### config.mk
export PLATFORM = sky130hd
export DESIGN_NAME = i2c_eeprom_target
export DESIGN_NICKNAME = d
export VERILOG_FILES = /design/src/rtl/eep_pkg.sv /design/src/rtl/eep_line_sync.sv /design/src/rtl/eep_array.sv /design/src/rtl/eep_page_buf.sv /design/src/rtl/i2c_eeprom_target.sv
export SDC_FILE = /design/constraint.sdc
export NUM_CORES = 2
export LEC_CHECK = 0
export BUFFER_PORTS_ARGS = -buffer_cell sky130_fd_sc_hd__buf_4
export CORE_MARGIN = 3
export CORE_UTILIZATION = 50
export DETAILED_ROUTE_END_ITERATION = 12
export HOLD_SLACK_MARGIN = 0.06
export PLACE_DENSITY = 0.69
export SYNTH_ARGS = -nofsm -noshare
export SYNTH_HDL_FRONTEND = slang
export SYNTH_SLANG_ARGS = --single-unit
### constraint.sdc
create_clock -name clk -period 4.9 [get_ports clk]
set_clock_uncertainty 0.2 [all_clocks]
set_input_delay 0.735 -clock clk [delete_from_list [all_inputs] [get_ports clk]]
set_output_delay 0.735 -clock clk [all_outputs]
set_load 0.05 [all_outputs]
### src/rtl/eep_pkg.sv
package eep_pkg;
  typedef enum logic [2:0] {
    ST_IDLE, ST_ADDR, ST_WORD, ST_DATA, ST_ACK, ST_READ, ST_RACK, ST_SKIP
  } bus_state_e;

  typedef enum logic [1:0] {AK_ADDR, AK_WORD, AK_DATA} ack_kind_e;
endpackage

### src/rtl/eep_line_sync.sv
module eep_line_sync #(
  parameter int STAGES = 2
) (
  input  logic clk,
  input  logic rst,
  input  logic scl_i,
  input  logic sda_i,
  output logic sda_o,
  output logic scl_rise_o,
  output logic scl_fall_o,
  output logic start_o,
  output logic stop_o
);
  logic [STAGES-1:0] scl_sh, sda_sh;
  logic scl_p, sda_p, scl_s;

  always_ff @(posedge clk) begin
    if (rst) begin
      scl_sh <= '1;
      sda_sh <= '1;
      scl_p  <= 1'b1;
      sda_p  <= 1'b1;
    end else begin
      scl_sh <= {scl_sh[STAGES-2:0], scl_i};
      sda_sh <= {sda_sh[STAGES-2:0], sda_i};
      scl_p  <= scl_sh[STAGES-1];
      sda_p  <= sda_sh[STAGES-1];
    end
  end

  assign scl_s      = scl_sh[STAGES-1];
  assign sda_o      = sda_sh[STAGES-1];
  assign scl_rise_o = scl_s & ~scl_p;
  assign scl_fall_o = ~scl_s & scl_p;
  assign start_o    = scl_s & scl_p & sda_p & ~sda_o;
  assign stop_o     = scl_s & scl_p & ~sda_p & sda_o;
endmodule

### src/rtl/eep_array.sv
module eep_array #(
  parameter int DEPTH = 256,
  localparam int AW = $clog2(DEPTH)
) (
  input  logic          clk,
  input  logic          rst,
  input  logic          we_i,
  input  logic [AW-1:0] waddr_i,
  input  logic [7:0]    wdata_i,
  input  logic [AW-1:0] raddr_i,
  output logic [7:0]    rdata_o,
  output logic          clearing_o
);
  logic [7:0]    mem [DEPTH];
  logic [AW-1:0] clr_idx;

  always_ff @(posedge clk) begin
    if (rst) begin
      clearing_o <= 1'b1;
      clr_idx    <= '0;
    end else if (clearing_o) begin
      clr_idx <= clr_idx + 1'b1;
      if (clr_idx == AW'(DEPTH - 1)) clearing_o <= 1'b0;
    end
  end

  always_ff @(posedge clk) begin
    if (clearing_o) mem[clr_idx] <= 8'hFF;
    else if (we_i)  mem[waddr_i] <= wdata_i;
    rdata_o <= mem[raddr_i];
  end

  // erase and page commit never compete for the write port
  a_r2_no_commit_during_erase: assert property (@(posedge clk) disable iff (rst)
    clearing_o |-> !we_i);
endmodule

### src/rtl/eep_page_buf.sv
module eep_page_buf #(
  parameter int PAGE_BYTES = 16,
  parameter int AW = 8,
  localparam int PW = $clog2(PAGE_BYTES)
) (
  input  logic          clk,
  input  logic          rst,
  input  logic          base_ld_i,
  input  logic [AW-1:0] base_i,
  input  logic          push_i,
  input  logic [7:0]    push_data_i,
  input  logic          commit_i,
  output logic          we_o,
  output logic [AW-1:0] waddr_o,
  output logic [7:0]    wdata_o,
  output logic          active_o
);
  logic [7:0]       data_q [PAGE_BYTES];
  logic             vld_q  [PAGE_BYTES];
  logic [AW-PW-1:0] page_q;
  logic [PW-1:0]    ptr_q, widx_q;
  logic             walk_q;

  for (genvar g = 0; g < PAGE_BYTES; g++) begin : g_ent
    always_ff @(posedge clk) begin
      if (rst)                                vld_q[g] <= 1'b0;
      else if (base_ld_i)                     vld_q[g] <= 1'b0;
      else if (push_i && ptr_q == PW'(g))     vld_q[g] <= 1'b1;
      if (push_i && ptr_q == PW'(g))          data_q[g] <= push_data_i;
    end
  end

  always_ff @(posedge clk) begin
    if (rst) begin
      page_q <= '0;
      ptr_q  <= '0;
      walk_q <= 1'b0;
      widx_q <= '0;
      we_o   <= 1'b0;
      waddr_o <= '0;
      wdata_o <= '0;
    end else begin
      if (base_ld_i) begin
        page_q <= base_i[AW-1:PW];
        ptr_q  <= base_i[PW-1:0];
      end else if (push_i) begin
        ptr_q  <= ptr_q + 1'b1;
      end
      if (commit_i) begin
        walk_q <= 1'b1;
        widx_q <= '0;
      end else if (walk_q) begin
        widx_q <= widx_q + 1'b1;
        if (widx_q == PW'(PAGE_BYTES - 1)) walk_q <= 1'b0;
      end
      we_o    <= walk_q && vld_q[widx_q];
      waddr_o <= {page_q, widx_q};
      wdata_o <= data_q[widx_q];
    end
  end

  assign active_o = walk_q | we_o;

  // the copy into the array only ever follows a commit request
  a_r4_walk_after_commit: assert property (@(posedge clk) disable iff (rst)
    $rose(walk_q) |-> $past(commit_i));
  // pushing data never moves the latched page
  a_r3_page_latched: assert property (@(posedge clk) disable iff (rst)
    (push_i && !base_ld_i) |=> $stable(page_q));
endmodule

### src/rtl/i2c_eeprom_target.sv
module i2c_eeprom_target #(
  parameter int         MEM_DEPTH    = 256,
  parameter int         PAGE_BYTES   = 16,
  parameter int         WRITE_CYCLES = 2000,
  parameter logic [6:0] DEV_ADDR     = 7'b1010000,
  parameter int         SYNC_STAGES  = 2
) (
  input  logic clk,
  input  logic rst,
  input  logic scl_i,
  input  logic sda_i,
  input  logic wp_i,
  output logic sda_oe_o
);
  import eep_pkg::*;
  localparam int AW = $clog2(MEM_DEPTH);
  localparam int BW = $clog2(WRITE_CYCLES + 1);

  logic sda_s, scl_rise, scl_fall, start_det, stop_det;
  logic clearing, commit_active, arr_we;
  logic [AW-1:0] arr_waddr, addr_ctr_q;
  logic [7:0] arr_wdata, rd_data;

  bus_state_e state_q;
  ack_kind_e  kind_q;
  logic [3:0] bcnt_q;
  logic [7:0] shin_q, shout_q;
  logic       rw_q, wp_rej_q, have_data_q, mack_q, sda_oe_q;
  logic [BW-1:0] busy_cnt_q;
  logic busy, ack_fall, word_done, data_push, commit_go, rd_load;

  eep_line_sync #(.STAGES(SYNC_STAGES)) u_sync (
    .clk(clk), .rst(rst), .scl_i(scl_i), .sda_i(sda_i), .sda_o(sda_s),
    .scl_rise_o(scl_rise), .scl_fall_o(scl_fall),
    .start_o(start_det), .stop_o(stop_det));

  assign ack_fall  = scl_fall && bcnt_q == 4'd8 &&
                     (state_q == ST_ADDR || state_q == ST_WORD || state_q == ST_DATA);
  assign word_done = ack_fall && state_q == ST_WORD;
  assign data_push = ack_fall && state_q == ST_DATA && !wp_rej_q;
  assign commit_go = stop_det && have_data_q && !wp_rej_q &&
                     (state_q == ST_DATA || state_q == ST_ACK);
  assign rd_load   = scl_fall && ((state_q == ST_ACK && kind_q == AK_ADDR && rw_q) ||
                                  (state_q == ST_RACK && mack_q));
  assign busy      = (busy_cnt_q != '0) || clearing || commit_active;

  eep_page_buf #(.PAGE_BYTES(PAGE_BYTES), .AW(AW)) u_page (
    .clk(clk), .rst(rst), .base_ld_i(word_done), .base_i(shin_q[AW-1:0]),
    .push_i(data_push), .push_data_i(shin_q), .commit_i(commit_go),
    .we_o(arr_we), .waddr_o(arr_waddr), .wdata_o(arr_wdata),
    .active_o(commit_active));

  eep_array #(.DEPTH(MEM_DEPTH)) u_array (
    .clk(clk), .rst(rst), .we_i(arr_we), .waddr_i(arr_waddr),
    .wdata_i(arr_wdata), .raddr_i(addr_ctr_q), .rdata_o(rd_data),
    .clearing_o(clearing));

  always_ff @(posedge clk) begin
    if (rst)                    busy_cnt_q <= '0;
    else if (commit_go)         busy_cnt_q <= BW'(WRITE_CYCLES);
    else if (busy_cnt_q != '0)  busy_cnt_q <= busy_cnt_q - 1'b1;
  end

  always_ff @(posedge clk) begin
    if (rst)            addr_ctr_q <= '0;
    else if (word_done) addr_ctr_q <= shin_q[AW-1:0];
    else if (rd_load)   addr_ctr_q <= addr_ctr_q + 1'b1;
  end

  always_ff @(posedge clk) begin
    if (rst) begin
      state_q <= ST_IDLE; kind_q <= AK_ADDR; bcnt_q <= '0;
      shin_q <= '0; shout_q <= '0; rw_q <= 1'b0; wp_rej_q <= 1'b0;
      have_data_q <= 1'b0; mack_q <= 1'b0; sda_oe_q <= 1'b0;
    end else if (start_det) begin
      state_q <= ST_ADDR; bcnt_q <= '0; sda_oe_q <= 1'b0;
      have_data_q <= 1'b0; wp_rej_q <= 1'b0;
    end else if (stop_det) begin
      state_q <= ST_IDLE; sda_oe_q <= 1'b0;
      have_data_q <= 1'b0; wp_rej_q <= 1'b0;
    end else if (rd_load) begin
      shout_q  <= rd_data;
      sda_oe_q <= ~rd_data[7];
      bcnt_q   <= 4'd1;
      state_q  <= ST_READ;
    end else begin
      unique case (state_q)
        ST_ADDR, ST_WORD, ST_DATA: begin
          if (scl_rise && bcnt_q != 4'd8) begin
            shin_q <= {shin_q[6:0], sda_s};
            bcnt_q <= bcnt_q + 1'b1;
          end else if (ack_fall) begin
            bcnt_q <= '0;
            if (state_q == ST_ADDR) begin
              if (shin_q[7:1] == DEV_ADDR && !busy) begin
                sda_oe_q <= 1'b1; kind_q <= AK_ADDR; rw_q <= shin_q[0];
                state_q  <= ST_ACK;
              end else begin
                state_q <= ST_SKIP;
              end
            end else if (state_q == ST_WORD) begin
              sda_oe_q <= 1'b1; kind_q <= AK_WORD; state_q <= ST_ACK;
            end else if (!wp_rej_q) begin
              sda_oe_q <= 1'b1; kind_q <= AK_DATA; have_data_q <= 1'b1;
              state_q  <= ST_ACK;
            end else begin
              state_q <= ST_SKIP;
            end
          end
        end
        ST_ACK: begin
          if (scl_fall) begin
            sda_oe_q <= 1'b0;
            unique case (kind_q)
              AK_ADDR: state_q <= ST_WORD;
              AK_WORD: begin wp_rej_q <= wp_i; state_q <= ST_DATA; end
              default: state_q <= ST_DATA;
            endcase
          end
        end
        ST_READ: begin
          if (scl_fall) begin
            if (bcnt_q == 4'd8) begin
              sda_oe_q <= 1'b0; state_q <= ST_RACK;
            end else begin
              sda_oe_q <= ~shout_q[6];
              shout_q  <= {shout_q[6:0], 1'b0};
              bcnt_q   <= bcnt_q + 1'b1;
            end
          end
        end
        ST_RACK: begin
          if (scl_rise)      mack_q  <= ~sda_s;
          else if (scl_fall) state_q <= ST_SKIP;
        end
        default: ;
      endcase
    end
  end

  assign sda_oe_o = sda_oe_q;

  // no line drive at all while a write cycle or erase runs
  a_r5_quiet_when_busy: assert property (@(posedge clk) disable iff (rst)
    (busy_cnt_q != '0 || clearing) |-> !sda_oe_q);
  // a busy period only begins at a STOP condition
  a_r4_busy_from_stop: assert property (@(posedge clk) disable iff (rst)
    $rose(busy_cnt_q != '0) |-> $past(stop_det));
  // a rejected session never acknowledges a data byte
  a_r6_protect_no_ack: assert property (@(posedge clk) disable iff (rst)
    (state_q == ST_DATA && wp_rej_q) |=> !(state_q == ST_ACK && kind_q == AK_DATA));
  // SDA is pulled only in ACK slots or while sending read data
  a_r11_drive_states: assert property (@(posedge clk) disable iff (rst)
    sda_oe_q |-> (state_q == ST_ACK || state_q == ST_READ));
  // the line is released while the master answers a read byte
  a_r9_release_master_ack: assert property (@(posedge clk) disable iff (rst)
    state_q == ST_RACK |-> !sda_oe_q);
endmodule

# After elaboration in Yosys (flattened, before gate mapping)
# Memory sizes are Yosys's and may differ from the RTL's. A register that Yosys moved wholly into a read port is not among the register bits.
# Index checks and enable logic that the tools add are counted.
[word_totals]
ramBits = 2192
memories = 3
in_bits = 5
word_cells = 453
ff_bits = 85
out_inout_bits = 1
[mem_list]
columns = ["name", "depth", "word_bits", "read_ports", "rd_clocked_by_memory_dff", "wr", "line_no", "rtl"]
rows = [
  ["u_array.mem", 256, 8, 1, 1, 1, "eep_array.sv:14", "logic [7:0] mem [DEPTH];"],
  ["u_page.data_q", 16, 8, 1, 1, 1, "eep_page_buf.sv:18", "logic [7:0] data_q [PAGE_BYTES];"],
  ["u_page.vld_q", 16, 1, 1, 1, 16, "eep_page_buf.sv:19", "logic vld_q [PAGE_BYTES];"],
]
[classes]
reduce_logical = 85
n_mux = 224
n_addsub = 6
n_eq_ne = 55
n_bitwise = 53
[op_table]
columns = ["cell", "count"]
rows = [
  ["1-bit two-way mux", 156],
  ["8-bit two-way mux", 19],
  ["8-bit OR reduction", 16],
  ["4-bit two-way mux", 24],
  ["4-bit == test (second input constant)", 10],
  ["5-bit != test (second input constant)", 8],
  ["8-bit AND reduction", 5],
  ["1-bit bitwise OR", 33],
  ["1-bit logical AND", 31],
  ["7-bit two-way mux", 4],
  ["3-bit two-way mux", 9],
  ["3-bit != test (second input constant)", 8],
  ["11-bit two-way mux", 2],
  ["5-bit AND reduction", 4],
  ["8-bit by 1-bit adder with 8-bit output (second input constant)", 2],
  ["4-bit by 3-bit == test with 1-bit output (second input constant)", 4],
  ["2-bit != test (second input constant)", 8],
  ["2-bit two-way mux", 7],
  ["7-bit AND reduction", 2],
  ["1-bit NOT", 13],
  ["4-bit by 1-bit adder with 4-bit output (second input constant)", 3],
  ["4-bit != test (second input constant)", 3],
  ["3-bit case mux with 4 select lines", 1],
  ["11-bit nonzero test", 1],
  ["27 further kinds", 50],
]

# Depth between registers and ports, before layout
[logic_depth]
depth_word = 25
mapped_depth = 12
mapped_depth_nobuf = 8

# Cells and area by module
# Synthesis repeated with hierarchy kept, for this count alone.
[hier_totals]
hier_cells = 4607
hier_area_um2 = 89757.3
[by_module_without_submodules]
columns = ["module", "instances", "cells_per_inst", "area_per_inst_um2", "seq_area_each_um2"]
rows = [
  ["eep_array", 1, 3855, 80064.3, 61839.3],
  ["eep_page_buf", 1, 414, 6866.6, 5004.8],
  ["i2c_eeprom_target", 1, 322, 2636.3, 960.9],
  ["eep_line_sync", 1, 16, 190.2, 120.1],
]

# Least setup slack after synthesis
# Ideal clock, no wire load.
[synth_path]
kind = "reg-to-reg"
start = "reg u_page.we_o"
end = "mem u_array.mem[0][0], data pin"
setup_time_ns = 0.903
path_buffers = 1
synth_period_minus_slack_ns = 5.050
slack_ns = -0.150
stages_incl_launch_ff = 4
arrival_ns = 3.948
required_ns = 3.797
cell_sequence = "dfxtp_1 -> nor2b_1 -> clkbuf_1 -> nand2b_1"
[synth_via]
elab_chain_len = 5
[synth_rtl]
columns = ["item", "line_no", "rtl"]
rows = [
  ["start, declared", "eep_page_buf.sv:13", "output logic we_o,"],
  ["start signal, assigned", "eep_page_buf.sv:56", "we_o <= walk_q && vld_q[widx_q];"],
  ["1-bit two-way mux", "eep_array.sv:29", "else if (we_i) mem[waddr_i] <= wdata_i;"],
  ["1-bit two-way mux", "eep_array.sv:28", "if (clearing_o) mem[clr_idx] <= 8'hFF;"],
  ["1-bit two-way mux (not written as such)", "eep_array.sv:29", ""],
  ["8-bit OR reduction (no source line)", "--", ""],
  ["8-bit two-way mux (no source line)", "--", ""],
  ["end, declared", "eep_array.sv:14", ""],
]
# No other way between the ends.

==> run_results.csv <==
group,metric,value,unit
synth,seq_area_frac_synth,0.757,
timing,period_share,0.884,
setup_path,worst-path-buf-inv,2,
power_and_ir_drop,power_per_cell_area,384,nW/µm²
layout,nFillCells,12900,
synth,synth_area,89700,µm²
synth,ys_ff_latch,2297,
clock_tree,cts_tree,"done",
routing,viasPerCell,6.46,
placed_design,dpl_cell_area,93400,µm²
worst_hold_path,hp-class,"reg -> reg",
timing,hold_viol,0,
setup_path,cpMostUsedCell,"buf_4",
setup_path,critPathRequiredTime,5390,ps
clock_tree,htreeDepth,4,
global_route,antenna_found_initial,7,
clock_tree,cts_buffers,220,
die,row_count,154,
layout,layout_commonest_cell,"edfxtp_1",
setup_path,cp_slowest_cell,"a2111oi_0",
layout,fin_nets,4749,
clock_tree,cts_buffer_depth,3,
timing,drv_slew,0,
timing,grt_setup_unrepaired,"no",
synth,syn_area_per_cell,19.7,µm²
worst_hold_path,min_to,"u_sync.scl_sh[1]",
setup_path,end_kind,"register",
synth,syn_inst,4558,
die,ios,6,
setup_path,crit_chain,"buf_4, mux4_2, and2_1, a2111oi_0, buf_4, nor4_1, o31ai_1, o32ai_1",
die,die-area,185000,µm²
layout,seq_area,67900,µm²
layout,multi_input_area,20300,µm²
setup_path,worstPathMaxFanout,28,
routing,drt_drc_violations_left,0,
routing,wire_per_inst,31.9,µm
placed_design,dpl.hpwl,139,mm
timing,setup_viol,0,
routing,routed_wl,232,mm
placed_design,place_congestion,0.899,
synth,synth_edf_count,2192,
setup_path,slowest_delay,1000,ps
timing,tightestPinTransition,1220,ps
placed_design,place_worst_setup_slack,692,ps
worst_hold_path,min_path_cells,1,
power_and_ir_drop,vdd_drop_max,325,µV
setup_path,rr_endpoint,"u_array.rdata_o[7]",
global_route,grt_pass1_wl,335,mm
timing,slew_headroom,0.165,
clock_tree,cts_sinks,2297,
synth,synth_top_flop_cell,"edfxtp_1",
layout,drive_gt1_frac,0.221,
setup_path,rr_worst_depth,8,
timing,fmaxAchievable,231,MHz
synth,synth-warning-count,0,
routing,drt_iter0_drc,6486,
power_and_ir_drop,total_leakage_power,35.9,nW
global_route,grt_start_max_net_pins,225,
routing,dr_total_vias,46900,
setup_path,path_delay_family,"compound AO/OA/AOI/OAI gates",
timing,worst_slack,571,ps
layout,final_area,101000,µm²
synth,syn_nets,4574,
setup_path,critPathArrivalTime,4820,ps
clock_tree,cts-root-buf,"clkbuf_16",
die,fp.dieH,430,µm
status,status,"finished clean",
clock_tree,clk_latency,850,ps
clock_tree,clkTransAtPathRegs,60,ps
global_route,grtUsageTotal,0.251,
global_route,gr-total-overflow,0,
setup_path,reg2reg_from,"addr_ctr_q[0]",
clock_tree,cts_resized,0,
layout,area_delta_synth_final,12.3,%
setup_path,rrSetupSlack,570,ps
timing,period_needed,4330,ps
die,core_area,177000,µm²
run,max-cap-violations,0,
worst_hold_path,worstHoldStart,"u_sync.scl_sh[0]",
die,die_w,430,µm
synth,async_flop_share,0,
die,initial_core_util,0.506,
routing,postRouteAntennaNets,0,
setup_path,setup.worst_path.start_class,"register",
layout,final_cell_mix,"edfxtp_1, mux4_2, nor2_1, clkbuf_16, mux2i_1",
setup_path,path_class,"reg -> reg",
placed_design,portBuffers,5,
synth,synth_cell_types,87,
global_route,grt_pass1_vias,46000,
routing,first_pass_iters,6,
[what timing repair did]
item                                    in CTS  in global routing
buffers inserted                             0                  0
hold endpoints to repair                     3                  0
hold buffers                                 3                  0
endpoints found under the setup margin       0                  0
[kinds of logic (layout without fill, tap and decap cells)]
| group | Yosys count | count (layout) | share of synthesized area |
|---|---|---|---|
| AOI/OAI and AO/OA | 471 | 471 | 0.0368 |
| xor gates and xnor gates | 19 | 19 | 0.00185 |
| adders and majority gates | 11 | 11 | 0.00153 |
| buffers and inverters | 297 | 664 | 0.0177 |
| DFF | 2297 | 2297 | 0.757 |
| muxes | 715 | 715 | 0.147 |
| other | 0 | 3 | 0 |
| and+or+nand+nor | 748 | 748 | 0.0381 |
[per-stage QoR]
step           setup TNS [ps]  cells   util  hold WS (ps)  total power [W]
3_3_place_gp                0   6848  0.527           200           0.0221
4_1_cts                     0   7265  0.568           213           0.0389
3_5_place_dp                0   6848  0.527           195           0.0221
6_report                    0   7268  0.568           213           0.0387
2_1_floorplan         -308210   4558      -           189           0.0220
5_1_grt                     0   7266  0.568           229           0.0397
[state kept, by name, summed over array words and instances (netlist names), 4 cells and up, named ones only]
name and flops:
u_page.page_q 4, u_page.ptr_q 4, u_page.widx_q 4, shin_q 8, addr_ctr_q 8, u_array.rdata_o 8, u_page.waddr_o 8, u_array.mem 2048
shout_q 7, busy_cnt_q 11, u_page.vld_q 16, u_page.data_q 128, u_page.wdata_o 8, bcnt_q 4, u_array.clr_idx 8
[report_power, final]
| part | internal, W | switching [W] |
|---|---|---|
| Combinational | 0.000147 | 0.000246 |
| Sequential | 0.0212 | 0.0000461 |
| Clock | 0.00974 | 0.00731 |
| Total | 0.0311 | 0.00761 |
[synthesized netlist by cell type (10+ instances only)]
| library cell | instances | area share |
|---|---|---|
| a221oi_1 | 37 | 0.0036 |
| mux4_2 | 481 | 0.12 |
| a22o_1 | 18 | 0.0018 |
| nor3_1 | 24 | 0.0013 |
| edfxtp_1 | 2192 | 0.73 |
| a211oi_1 | 31 | 0.0026 |
| nor2_1 | 350 | 0.015 |
| a21oi_1 | 109 | 0.0061 |
| a31oi_1 | 23 | 0.0016 |
| clkbuf_1 | 136 | 0.0057 |
| buf_4 | 24 | 0.0020 |
| buf_2 | 59 | 0.0033 |
| o22ai_1 | 19 | 0.0013 |
| inv_1 | 17 | 0.00071 |
| ha_1 | 11 | 0.0015 |
| mux2i_1 | 220 | 0.025 |
| dfxtp_1 | 105 | 0.023 |
| o21ai_0 | 46 | 0.0026 |
| a22oi_1 | 63 | 0.0053 |
| nand4_1 | 14 | 0.00098 |
| xnor2_1 | 12 | 0.0012 |
| nand2b_1 | 32 | 0.0022 |
| nor2b_1 | 34 | 0.0024 |
| nand3b_1 | 17 | 0.0014 |
| buf_1 | 20 | 0.00084 |
| nand3_1 | 45 | 0.0025 |
| mux2_2 | 14 | 0.0018 |
| o211ai_1 | 12 | 0.0010 |
| nand2_1 | 163 | 0.0068 |
| buf_6 | 30 | 0.0038 |
| o221ai_1 | 37 | 0.0036 |
| and2_1 | 10 | 0.00070 |
[area by class of cell]
class | count | share of cell area
sequential | 2297 | 0.675
multi-input combinational | 1964 | 0.202
clock buffer | 262 | 0.0569
tap | 2340 | 0.0291
timing repair buffer | 229 | 0.0214
clock inverter | 152 | 0.0154
inverter | 21 | 0.000795
antenna | 3 | 0.0000745
[per-layer routing]
metal | GRT usage | wire (µm)
met1 | 0.359 | 90200
met2 | 0.386 | 108000
met3 | 0.0556 | 24500
met4 | 0.0887 | 9000
met5 | 0 | 11
[worst max-delay path by stage]
stage	from	endpoint	slack [ps]	depth (start not counted)
CTS	addr_ctr_q[3]	u_array.rdata_o[0]	680	6
detailed placement	addr_ctr_q[3]	u_array.rdata_o[0]	690	6
finish	addr_ctr_q[0]	u_array.rdata_o[7]	570	8
global route	addr_ctr_q[0]	u_array.rdata_o[7]	580	8
floorplan	u_page.we_o	u_array.mem[0][0]	-150	3
global placement	addr_ctr_q[3]	u_array.rdata_o[0]	730	6
Note: power is estimated with default switching activity, not from simulation.
